## config.mk

```make
export PLATFORM = sky130hd
export DESIGN_NAME = pn_noise_gen
export DESIGN_NICKNAME = d
export VERILOG_FILES = /design/src/rtl/pnoise_pkg.sv /design/src/rtl/pn_step_sel.sv /design/src/rtl/pn_shift.sv /design/src/rtl/pn_shape.sv /design/src/rtl/pn_noise_gen.sv
export SDC_FILE = /design/constraint.sdc
export NUM_CORES = 1
export LEC_CHECK = 0
export ABC_AREA = 1
export BUFFER_PORTS_ARGS = -buffer_cell sky130_fd_sc_hd__buf_2
export CAP_MARGIN = 20
export CORE_MARGIN = 5
export CORE_UTILIZATION = 47
export DETAILED_ROUTE_END_ITERATION = 8
export PLACE_DENSITY = 0.8
export SKIP_LAST_GASP = 1
export SYNTH_ARGS = -nofsm -noshare
export SYNTH_HDL_FRONTEND = slang
export SYNTH_SLANG_ARGS = --single-unit
```

## constraint.sdc

```tcl
create_clock -name clk -period 1.77 [get_ports clk]
set_input_delay 0.177 -clock clk [delete_from_list [all_inputs] [get_ports clk]]
set_output_delay 0.177 -clock clk [all_outputs]
set_load 0.03 [all_outputs]
```

## src/rtl/pnoise_pkg.sv

```systemverilog
package pnoise_pkg;
  localparam int LONG_W  = 17;
  localparam int SHORT_W = 7;
  localparam int SHORT_TAP = 6;
  localparam int CTL_W   = 8;

  function automatic int long_len(input logic [1:0] len_sel);
    case (len_sel)
      2'd0:    return 17;
      2'd1:    return 15;
      2'd2:    return 11;
      default: return 9;
    endcase
  endfunction

  function automatic int long_tap(input logic [1:0] len_sel);
    case (len_sel)
      2'd0:    return 14;
      2'd1:    return 14;
      2'd2:    return 9;
      default: return 5;
    endcase
  endfunction

  function automatic logic [LONG_W-1:0] long_mask(input logic [1:0] len_sel);
    return (LONG_W'(1) << long_len(len_sel)) - LONG_W'(1);
  endfunction

  function automatic logic [LONG_W-1:0] long_next(input logic [LONG_W-1:0] st,
                                                   input logic [1:0] len_sel);
    logic [LONG_W-1:0] m;
    logic fb;
    m = st & long_mask(len_sel);
    if (m == '0) return LONG_W'(1);
    fb = m[long_len(len_sel)-1] ^ m[long_tap(len_sel)-1];
    return ((m << 1) | LONG_W'(fb)) & long_mask(len_sel);
  endfunction

  function automatic logic long_out(input logic [LONG_W-1:0] st,
                                    input logic [1:0] len_sel);
    return st[long_len(len_sel)-1];
  endfunction

  function automatic logic [SHORT_W-1:0] short_next(input logic [SHORT_W-1:0] st);
    logic fb;
    if (st == '0) return SHORT_W'(1);
    fb = st[SHORT_W-1] ^ st[SHORT_TAP-1];
    return {st[SHORT_W-2:0], fb};
  endfunction
endpackage

```

## src/rtl/pn_step_sel.sv

```systemverilog
module pn_step_sel (
  input  logic       clk,
  input  logic       rst_n,
  input  logic       tick,
  input  logic [2:0] tone,
  input  logic [1:0] sel,
  output logic       step,
  output logic [2:0] tone_rise
);
  logic [2:0] prev_q;

  always_ff @(posedge clk) begin
    if (!rst_n) prev_q <= '0;
    else        prev_q <= tone;
  end

  assign tone_rise = tone & ~prev_q;

  always_comb begin
    case (sel)
      2'd0:    step = tick;
      2'd1:    step = tone_rise[0];
      2'd2:    step = tone_rise[1];
      default: step = tone_rise[2];
    endcase
  end

  assert_step_src_R3: assert property (@(posedge clk) disable iff (!rst_n)
    step |-> ((sel == 2'd0) ? tick : tone[sel - 2'd1]));

  assert_one_step_per_rise_R3: assert property (@(posedge clk) disable iff (!rst_n)
    (step && sel != 2'd0) |=> (!step || sel != $past(sel)));
endmodule

```

## src/rtl/pn_shift.sv

```systemverilog
module pn_shift
  import pnoise_pkg::*;
(
  input  logic       clk,
  input  logic       rst_n,
  input  logic       step,
  input  logic [1:0] len_sel,
  input  logic       short_sel,
  output logic       raw
);
  logic [LONG_W-1:0]  long_q;
  logic [SHORT_W-1:0] short_q;

  always_ff @(posedge clk) begin
    if (!rst_n) begin
      long_q  <= LONG_W'(1);
      short_q <= SHORT_W'(1);
    end else if (step) begin
      long_q  <= long_next(long_q, len_sel);
      short_q <= short_next(short_q);
    end
  end

  assign raw = short_sel ? short_q[SHORT_W-1] : long_out(long_q, len_sel);

  assert_long_live_R6: assert property (@(posedge clk) disable iff (!rst_n)
    step |=> (long_q != '0));

  assert_short_hold_R5: assert property (@(posedge clk) disable iff (!rst_n)
    !step |=> $stable(short_q));

  assert_short_live_R5: assert property (@(posedge clk) disable iff (!rst_n)
    short_q != '0);
endmodule

```

## src/rtl/pn_shape.sv

```systemverilog
module pn_shape (
  input  logic       clk,
  input  logic       rst_n,
  input  logic       raw,
  input  logic [2:0] tone,
  input  logic [2:0] tone_rise,
  input  logic       lp_en,
  input  logic       hp_en,
  input  logic       ring_en,
  output logic       noise
);
  logic lp_q;
  logic lp_stage;
  logic hp_stage;

  always_ff @(posedge clk) begin
    if (!rst_n)            lp_q <= 1'b0;
    else if (tone_rise[2]) lp_q <= raw;
  end

  assign lp_stage = lp_en ? lp_q : raw;
  assign hp_stage = hp_en ? (lp_stage & tone[1]) : lp_stage;
  assign noise    = ring_en ? (hp_stage ^ tone[0]) : hp_stage;

  assert_lp_hold_R7: assert property (@(posedge clk) disable iff (!rst_n)
    !tone_rise[2] |=> $stable(lp_q));

  assert_hp_gate_R8: assert property (@(posedge clk) disable iff (!rst_n)
    (hp_en && !tone[1]) |-> !hp_stage);

  assert_ring_after_gate_R10: assert property (@(posedge clk) disable iff (!rst_n)
    (ring_en && hp_en && !tone[1]) |-> (noise == tone[0]));
endmodule

```

## src/rtl/pn_noise_gen.sv

```systemverilog
module pn_noise_gen
  import pnoise_pkg::*;
(
  input  logic             clk,
  input  logic             rst_n,
  input  logic             tick_31k,
  input  logic [2:0]       tone_lvl,
  input  logic             cfg_we,
  input  logic [CTL_W-1:0] cfg_wdata,
  output logic             noise_o
);
  logic [CTL_W-1:0] ctl_q;
  logic             step;
  logic [2:0]       tone_rise;
  logic             raw;

  always_ff @(posedge clk) begin
    if (!rst_n)      ctl_q <= '0;
    else if (cfg_we) ctl_q <= cfg_wdata;
  end

  pn_step_sel u_step (
    .clk(clk), .rst_n(rst_n), .tick(tick_31k), .tone(tone_lvl),
    .sel(ctl_q[1:0]), .step(step), .tone_rise(tone_rise)
  );

  pn_shift u_shift (
    .clk(clk), .rst_n(rst_n), .step(step), .len_sel(ctl_q[3:2]),
    .short_sel(ctl_q[4]), .raw(raw)
  );

  pn_shape u_shape (
    .clk(clk), .rst_n(rst_n), .raw(raw), .tone(tone_lvl), .tone_rise(tone_rise),
    .lp_en(ctl_q[6]), .hp_en(ctl_q[5]), .ring_en(ctl_q[7]), .noise(noise_o)
  );

  assert_ctl_hold_R2: assert property (@(posedge clk) disable iff (!rst_n)
    !cfg_we |=> $stable(ctl_q));

  assert_ctl_load_R2: assert property (@(posedge clk) disable iff (!rst_n)
    cfg_we |=> (ctl_q == $past(cfg_wdata)));
endmodule

```

==> flow_summary.toml, run 1 <==
[synthesis]
synth_top_area_share_pct = 40.1
synth_warnings = 0
synth_cells = 263
async_flop_share_pct = 0
synth_area_leaders = "dfxtp_1 (40%), nand2_1 (12%), a21oi_1 (8.6%), inv_1 (7.3%), o21ai_0 (6.4%)"
ys_seq_area_share_pct = 40.1
synth_edf_count = 0
synth_seq_cells = 36
ys.flop_type = "dfxtp_1"
syn_avg_cell_area_um2 = 6.84
synth_cell_types = 25
yosys.area.top_type = "dfxtp_1"
syn_area_mm2 = 0.00180

[setup_path]
path_max_fanout = 5
crit_arrival_ps = 1860
cp_cell_sequence = "inv_4 > ha_4 > inv_2 > nand2_2 > nand3_2 > nand2_2 > o21ai_2 > nand2_1 > nand2_1 > nand2_2 > xor2_4 > buf_6"
critical-path-max-stage-delay_ps = 350
rrSetupSlack_ps = 130
cp_common_cell = "nand2_2"
cp-end-kind = "output pin"
required_ps = 1590
path_class = "register to output pin"
worst-r2r-cell-count = 13
cp_slowest_cell = "dfxtp_2"
start_kind = "register"

[power]
ir_worst_vdd_mv = 0.584
power_density_mw_per_mm2 = 853
leakage_uw = 0.00103

[global_routing]
grt_pass1_wl_mm = 6.85
antenna_found_initial = 0
grt.overflow.total = 0
grt_pass1_vias = 1629
track_usage_pct = 16.6
grt_max_degree = 26

[cts]
insertion_delay_ps = 290
root_buffer = "clkbuf_8"
htreeDepth = 2
clk_pin_slew_worst_paths_ps = 80
post_cts_hold_buffer_count = 0
cts_tree = "built"
cts_buffers = 5
clkSinkCount = 36
cts_buffer_depth = 2

[placed_design]
io_buffers = 15
dpl_cell_area_mm2 = 0.00206
routabilityCongestion = 0.908
hpwlAfterDp_mm = 2.83
dp_cells = 336

[drt]
drtAntennaViolNets = 0
wirelength_mm = 4.06
drtIter0Drc = 79
dr.pass1.iters = 4
drcViolationCount = 0
dr_total_vias = 1734
viasPerCell = 5.03
routedWlPerCell_um = 11.8

[timing]
skew_ps = 6.98
grt_setup_unrepaired = "true"
drv_slew = 0
fmax_mhz = 491
worst_slack_ps = -266
setup-violations-final = 1
hold_viol = 0
fin_crit_sh_pct = 115
fin_crit_ps = 2040

[floorplanning]
placementRows = 22
die_h_um = 71.9
die_w_um = 71.9
core_area_mm2 = 0.00369
die-area_mm2 = 0.00517
initial_core_util_pct = 48.8
io_pins = 16

[run_status]
status = "complete, but fails checks"
violations = "negative setup slack"

[layout]
fin_area_mm2 = 0.00228
fillers = 335
final_nets = 319
final_cells = 345
diodes = 0
drive_gt1_share_pct = 24.9
area_growth_pct = 26.8

[hold_path]
hp-class = "primary input to register"
min_path_cells = 3

[run]
maxCapViolCount = 0
## layout by cell type (no fill, tap or decap), drive strengths merged
cell type and n:
nand2 58, dfxtp 36, inv 36, buf 34, a21oi 31, nor2 27
o21ai 24, nand3 18, ha 8, clkbuf 7, nand4 5, nor3 3
conb 2, o22ai 1, xor2 1, or2 1, nand3b 1, o211ai 1
a211oi 1, o41ai 1, clkinvlp 1
## metrics by stage
stage	TNS (ps)	util [%]	hold slack, ps	setup slack [ps]	power, uW
after floorplan	0	-	270	6.91	1180
after global placement	-50.0	55.7	368	-37.1	1280
after detailed placement	-122	55.7	377	-83.2	1300
after CTS	-252	59.2	74.5	-252	1930
after global routing	-394	61.9	87.1	-387	2050
final	-266	61.9	78.7	-266	1950
## layer usage
layer / GRT usage, % / vias up / wire length (um)
li1: - / 913 / -
met1: 20.8 / 790 / 1950
met2: 26.9 / 25 / 1950
met3: 3.51 / 6 / 110
met4: 7.72 / 0 / 45
met5: 0 / - / 0
## critical path: cells and delay by family (launching register included)
kind	cells	cell delay [ps]
simple gates	6	470
compound gates	1	60
flops	1	350
xor+xnor	1	150
fa+ha+maj	1	300
buf+inv	3	240
## kinds of logic after synthesis
group                    synth area share, %
flip-flops                              40.1
other                                  0.208
XOR/XNOR                               0.487
buffers and inverters                   10.2
adder cells (fa/ha/maj)                 5.56
AND/OR/NAND/NOR                         26.2
AO/OA/AOI/OAI                           17.2
## path summary, 6_finish.rpt
kind,start,to
worst min-delay path,tone_lvl[2],u_step.prev_q[2]
worst max register to register,ctl_q[2],u_shift.long_q[0]
worst min register to register,ctl_q[5],ctl_q[5]
worst max-delay path,ctl_q[3],noise_o
## synth_stat cells (3+ instances only)
cell type  instances
o21ai_0           23
a21oi_1           31
dfxtp_1           36
nor2_1            27
buf_2              3
nand2_1           57
nand3_1           18
nor3_1             3
clkbuf_1           4
inv_1             35
ha_1               8
nand4_1            5
## where the power goes
group	internal (uW)	total, uW	switching [uW]
clock network	316	615	299
logic	176	427	250
registers	871	906	35.3
total	1360	1950	584
## registers in the layout, summed over array words and instances, names as in the netlist
register / count
ctl_q: 8
u_shape.lp_q: 1
u_shift.short_q: 7
u_step.prev_q: 3
u_shift.long_q: 17
## cell type report
class,instances,area (um2),area share [%]
clock inverter,1,7.51,0.329
timing repair buffer,34,224,9.81
inverter,36,140,6.14
sequential,36,723,31.7
multi-input combinational,183,1040,45.6
clock buffer,7,86.3,3.78
tap,48,60.1,2.63
## timing repair
| item | CTS | global route |
|---|---|---|
| buffers inserted | 1 | 1 |
| setup endpoints to repair | 2 | 4 |
| pin swaps | 5 | 11 |
| gates resized for setup | 12 | 26 |
| cloned | 0 | 0 |
No activity file was read; power rests on OpenSTA's default activity.
==> run 2, diff against run 1 <==
--- a/config.mk
+++ b/config.mk
@@ -12,6 +12,7 @@
 export CORE_UTILIZATION = 47
 export DETAILED_ROUTE_END_ITERATION = 8
 export PLACE_DENSITY = 0.8
+export REMOVE_ABC_BUFFERS = 1
 export SKIP_LAST_GASP = 1
 export SYNTH_ARGS = -nofsm -noshare
 export SYNTH_HDL_FRONTEND = slang
==> flow_summary.toml, run 2 (synthesized netlist as in run 1, its figures left out) <==
[run_status]
violations = "negative setup slack"
status = "complete, but fails checks"

[cts]
post_cts_buffers = 0
post_cts_hold_buffer_count = 0
cts_tree = "built"
cts_buffer_depth = 2
root_buffer = "clkbuf_8"
htreeDepth = 2
cts_buffers = 5
clkSinkCount = 36
insertion_delay_ps = 290
clk_pin_slew_worst_paths_ps = 60

[timing]
grt_setup_unrepaired = "true"
setup-violations-final = 1
skew_ps = 9.94
fmax_mhz = 490
fin_crit_ps = 2040
setup-tns-final_ps = -272
worst_slack_ps = -272
drv_slew = 0
fin_crit_sh_pct = 115
hold_viol = 0

[floorplanning]
io_pins = 16
die_w_um = 71.9
placementRows = 22
die-area_mm2 = 0.00517
core_area_mm2 = 0.00369
die_h_um = 71.9
initial_core_util_pct = 48.8

[global_routing]
antenna_found_initial = 0
grt_pass1_wl_mm = 6.52
grt_max_degree = 26
grt.overflow.total = 0
track_usage_pct = 16.2
grt_pass1_vias = 1493

[setup_path]
start_kind = "register"
path_class = "register to output pin"
crit_arrival_ps = 1870
required_ps = 1590
cp-end-kind = "output pin"
path_max_fanout = 4

[placed_design]
post-place-ws_ps = -67.5
io_buffers = 15
routabilityCongestion = 0.943
hpwlAfterDp_mm = 2.73

[layout]
final_core_util_pct = 59.0
drive_gt1_share_pct = 19.8
area_growth_pct = 20.9
largestRegisters = "u_shift.long_q x17, ctl_q x8, u_shift.short_q x7"
fillers = 367
final_cell_mix = "nand2_1 (55), dfxtp_1 (34), inv_1 (31)"
final_nets = 316
largest_reg_flops = 17
diodes = 0
final_common_cell = "nand2_1"
largest-register = "u_shift.long_q"

[drt]
dr_total_vias = 1703
drcViolationCount = 0
drtIter0Drc = 98
dr.pass1.iters = 4
wirelength_mm = 3.99
drtAntennaViolNets = 0
routedWlPerCell_um = 11.7
viasPerCell = 4.99

[hold_path]
hp-class = "primary input to register"

[power]
leakage_uw = 0.000989
ir_worst_vdd_mv = 0.631
power_density_mw_per_mm2 = 849

[run]
maxCapViolCount = 0
==> run 2: repair_timing <==
| action | 4_1_cts | 5_1_grt |
|---|---|---|
| resized for setup | 12 | 12 |
| setup endpoints to repair | 1 | 5 |
| pin swaps | 1 | 1 |
| cloned | 0 | 0 |
==> run 2: per-stage QoR <==
stage                     total power [uW]  cell area (um2)  instances  hold WS (ps)
after global routing                  1960             2170        341           106
final                                 1850             2170        341          82.0
after CTS                             1850             2130        341          70.9
after detailed placement              1270             2010        334           378
after global placement                1270             2010        334           369
after floorplan                       1150             1750        255           270
==> run 2: layout make-up <==
class | instances | area, um2 | area share (%)
inverter | 36 | 135 | 6.21
clock buffer | 6 | 72.6 | 3.34
tap | 48 | 60.1 | 2.76
multi-input combinational | 183 | 981 | 45.1
sequential | 36 | 723 | 33.3
timing repair buffer | 31 | 198 | 9.09
clock inverter | 1 | 5.00 | 0.230
==> run 2: worst max-delay path, cell delays in order, from the launching register on <==
cell and delay (ps):
dfxtp_2 320, inv_2 80, buf_4 140, ha_4 160, inv_2 60, nand3_1 70, nand2_1 60, o21ai_1 120
nand2_1 80, nand2_1 70, nand2_1 60, xor2_1 150, buf_4 180
==> run 2: worst paths after layout <==
path	cells after the start	slack, ps	endpoint	startpoint
max	12	-270	noise_o	ctl_q[3]
max reg2reg	13	140	u_shift.long_q[0]	ctl_q[2]
min	3	80	u_step.prev_q[2]	tone_lvl[2]
min reg2reg	2	460	ctl_q[5]	ctl_q[5]
==> run 2: where the power goes <==
part	internal (uW)	leakage [uW]	switching [uW]
registers	871	0.000297	35.1
logic	156	0.000651	234
clock network	267	0.0000410	282
==> run 2: layer usage <==
layer  wire [um]  GRT usage [%]  vias up
met1        1920           20.4      741
met3         170           3.93       10
met5           0              0        -
met4          98           9.60        0
li1            -              -      914
met2        1800           25.1       38
==> run 3, diff against run 2 <==
--- a/config.mk
+++ b/config.mk
@@ -9,9 +9,9 @@
 export BUFFER_PORTS_ARGS = -buffer_cell sky130_fd_sc_hd__buf_2
 export CAP_MARGIN = 20
 export CORE_MARGIN = 5
-export CORE_UTILIZATION = 47
+export CORE_UTILIZATION = 50
 export DETAILED_ROUTE_END_ITERATION = 8
-export PLACE_DENSITY = 0.8
+export PLACE_DENSITY = 0.83
 export REMOVE_ABC_BUFFERS = 1
 export SKIP_LAST_GASP = 1
 export SYNTH_ARGS = -nofsm -noshare
==> flow_summary.toml, run 3 (synthesized netlist as in run 1, its figures left out) <==
[run_status]
status = "complete, but fails checks"
violations = "negative setup slack"

[floorplanning]
io_pins = 16
core_area_mm2 = 0.00342
die_w_um = 70.0
die-area_mm2 = 0.00490
initial_core_util_pct = 52.7
die_h_um = 70.0
placementRows = 21

[cts]
post_cts_buffers = 0
clkSinkCount = 36
insertion_delay_ps = 360
cts_buffers = 5
cts_tree = "built"
cts_buffer_depth = 2
htreeDepth = 2
clk_pin_slew_worst_paths_ps = 110
root_buffer = "clkbuf_4"

[power]
p_seq_share_pct = 51.1
total_power_uw = 1780
p_switching_uw = 558
power_frac_comb_pct = 21.7
ir_worst_vdd_mv = 0.550
clockPowerShare_pct = 27.2
leakage_uw = 0.000977
p_int_uw = 1220
switching_share_pct = 31.4
power_density_mw_per_mm2 = 831

[layout]
largest_reg_flops = 17
largest-register = "u_shift.long_q"
final_cell_mix = "nand2_1 (57), dfxtp_1 (34), inv_1 (32)"
final_common_cell = "nand2_1"
final_nets = 315
largestRegisters = "u_shift.long_q x17, ctl_q x8, u_shift.short_q x7"
diodes = 0
area_growth_pct = 18.8
drive_gt1_share_pct = 18.1

[timing]
setup-tns-final_ps = -342
skew_ps = 12.4
fin_hold_ws_ps = 19.0
setup-violations-final = 1
worst_slack_ps = -342
fin_crit_sh_pct = 119
fmax_mhz = 473
grt_setup_unrepaired = "true"
fin_crit_ps = 2110
hold_viol = 0
drv_slew = 0

[setup_path]
cp-end-kind = "output pin"
cp_cell_sequence = "inv_2 > ha_4 > nand2_1 > nand3_1 > nand2_1 > o21ai_1 > nand2_1 > nand2_1 > nand2_1 > xor2_1 > buf_4"
cp_slowest_cell = "dfxtp_2"
crit_arrival_ps = 1940
cp_top_family = "simple AND/OR/NAND/NOR gates"
crit_start = "ctl_q[3]"
cp_num_buf_inv = 2
path_max_fanout = 5
path_class = "register to output pin"
cp_common_cell = "nand2_1"
critical-path-max-stage-delay_ps = 360
start_kind = "register"
required_ps = 1590
r2r_start = "ctl_q[2]"

[global_routing]
grt.overflow.total = 0
antenna_found_initial = 0
grt_max_degree = 26
grt_pass1_vias = 1640
track_usage_pct = 17.0
grt_pass1_wl_mm = 6.81

[placed_design]
routabilityCongestion = 0.922
io_buffers = 15
hpwlAfterDp_mm = 2.78

[drt]
drcViolationCount = 0
wirelength_mm = 4.12
dr_total_vias = 1758
viasPerCell = 5.19
drtAntennaViolNets = 0
dr.pass1.iters = 4
drtIter0Drc = 167
routedWlPerCell_um = 12.1

[run]
maxCapViolCount = 0

[hold_path]
holdCritStartpoint = "tone_lvl[2]"
hp-class = "primary input to register"
==> run 3: routing by layer <==
metal	up-vias	wire length, um	part of all wire, %	global-route usage (%)
met5	-	0	0	0
met4	0	108	2.6	9.79
met3	14	341	8.3	4.02
met2	62	1860	45	27.0
met1	784	1810	44	21.0
li1	898	-	-	-
==> run 3: power by group through the flow <==
stage	Clock (uW)	Sequential (uW)	Combinational, uW
floorplan	0	915	233
global placement	0	921	343
detailed placement	0	922	352
CTS	488	906	374
global route	529	916	434
finish	483	907	386
==> run 3: worst register-to-register path, stage by stage, from the launching register on <==
cell and delay [ps]:
dfxtp_2 340, inv_2 70, buf_4 140, ha_4 150, nor2_2 60, buf_4 140
a21oi_1 160, nand2_1 90, a21oi_2 200, inv_1 50, nand2_1 60, nand3_1 60
nand2_1 60, nand2_1 50
==> run 3: final cells by class <==
class / count / area [um2]
tap: 46 / 57.6
sequential: 36 / 723
clock inverter: 1 / 7.51
inverter: 36 / 135
timing repair buffer: 30 / 194
clock buffer: 7 / 55.1
multi-input combinational: 183 / 965
fill: 307 / 1280
==> run 3: path summary, 6_finish.rpt <==
check                           slack, ps  cells after the start                 to
worst max-delay path                 -340                     11            noise_o
worst min register to register        470                      2           ctl_q[5]
worst max register to register         40                     13  u_shift.long_q[0]
worst min-delay path                   20                      3   u_step.prev_q[2]
==> run 3: repair_timing <==
item                       CTS  global route
hold endpoints to repair     0             0
gates resized for setup     13             6
hold buffers                 0             0
setup endpoints to repair    2             5
pin swaps                    4             2
==> run 3: stage by stage <==
stage                     utilization, %  instance area (um2)  instances  setup slack (ps)
final                               62.6                 2140        339              -342
after floorplan                        -                 1750        255              -276
after global routing                62.6                 2140        339              -476
after CTS                           61.8                 2110        339              -309
after detailed placement            58.5                 2000        331             -86.2
after global placement              58.5                 2000        331             -39.9
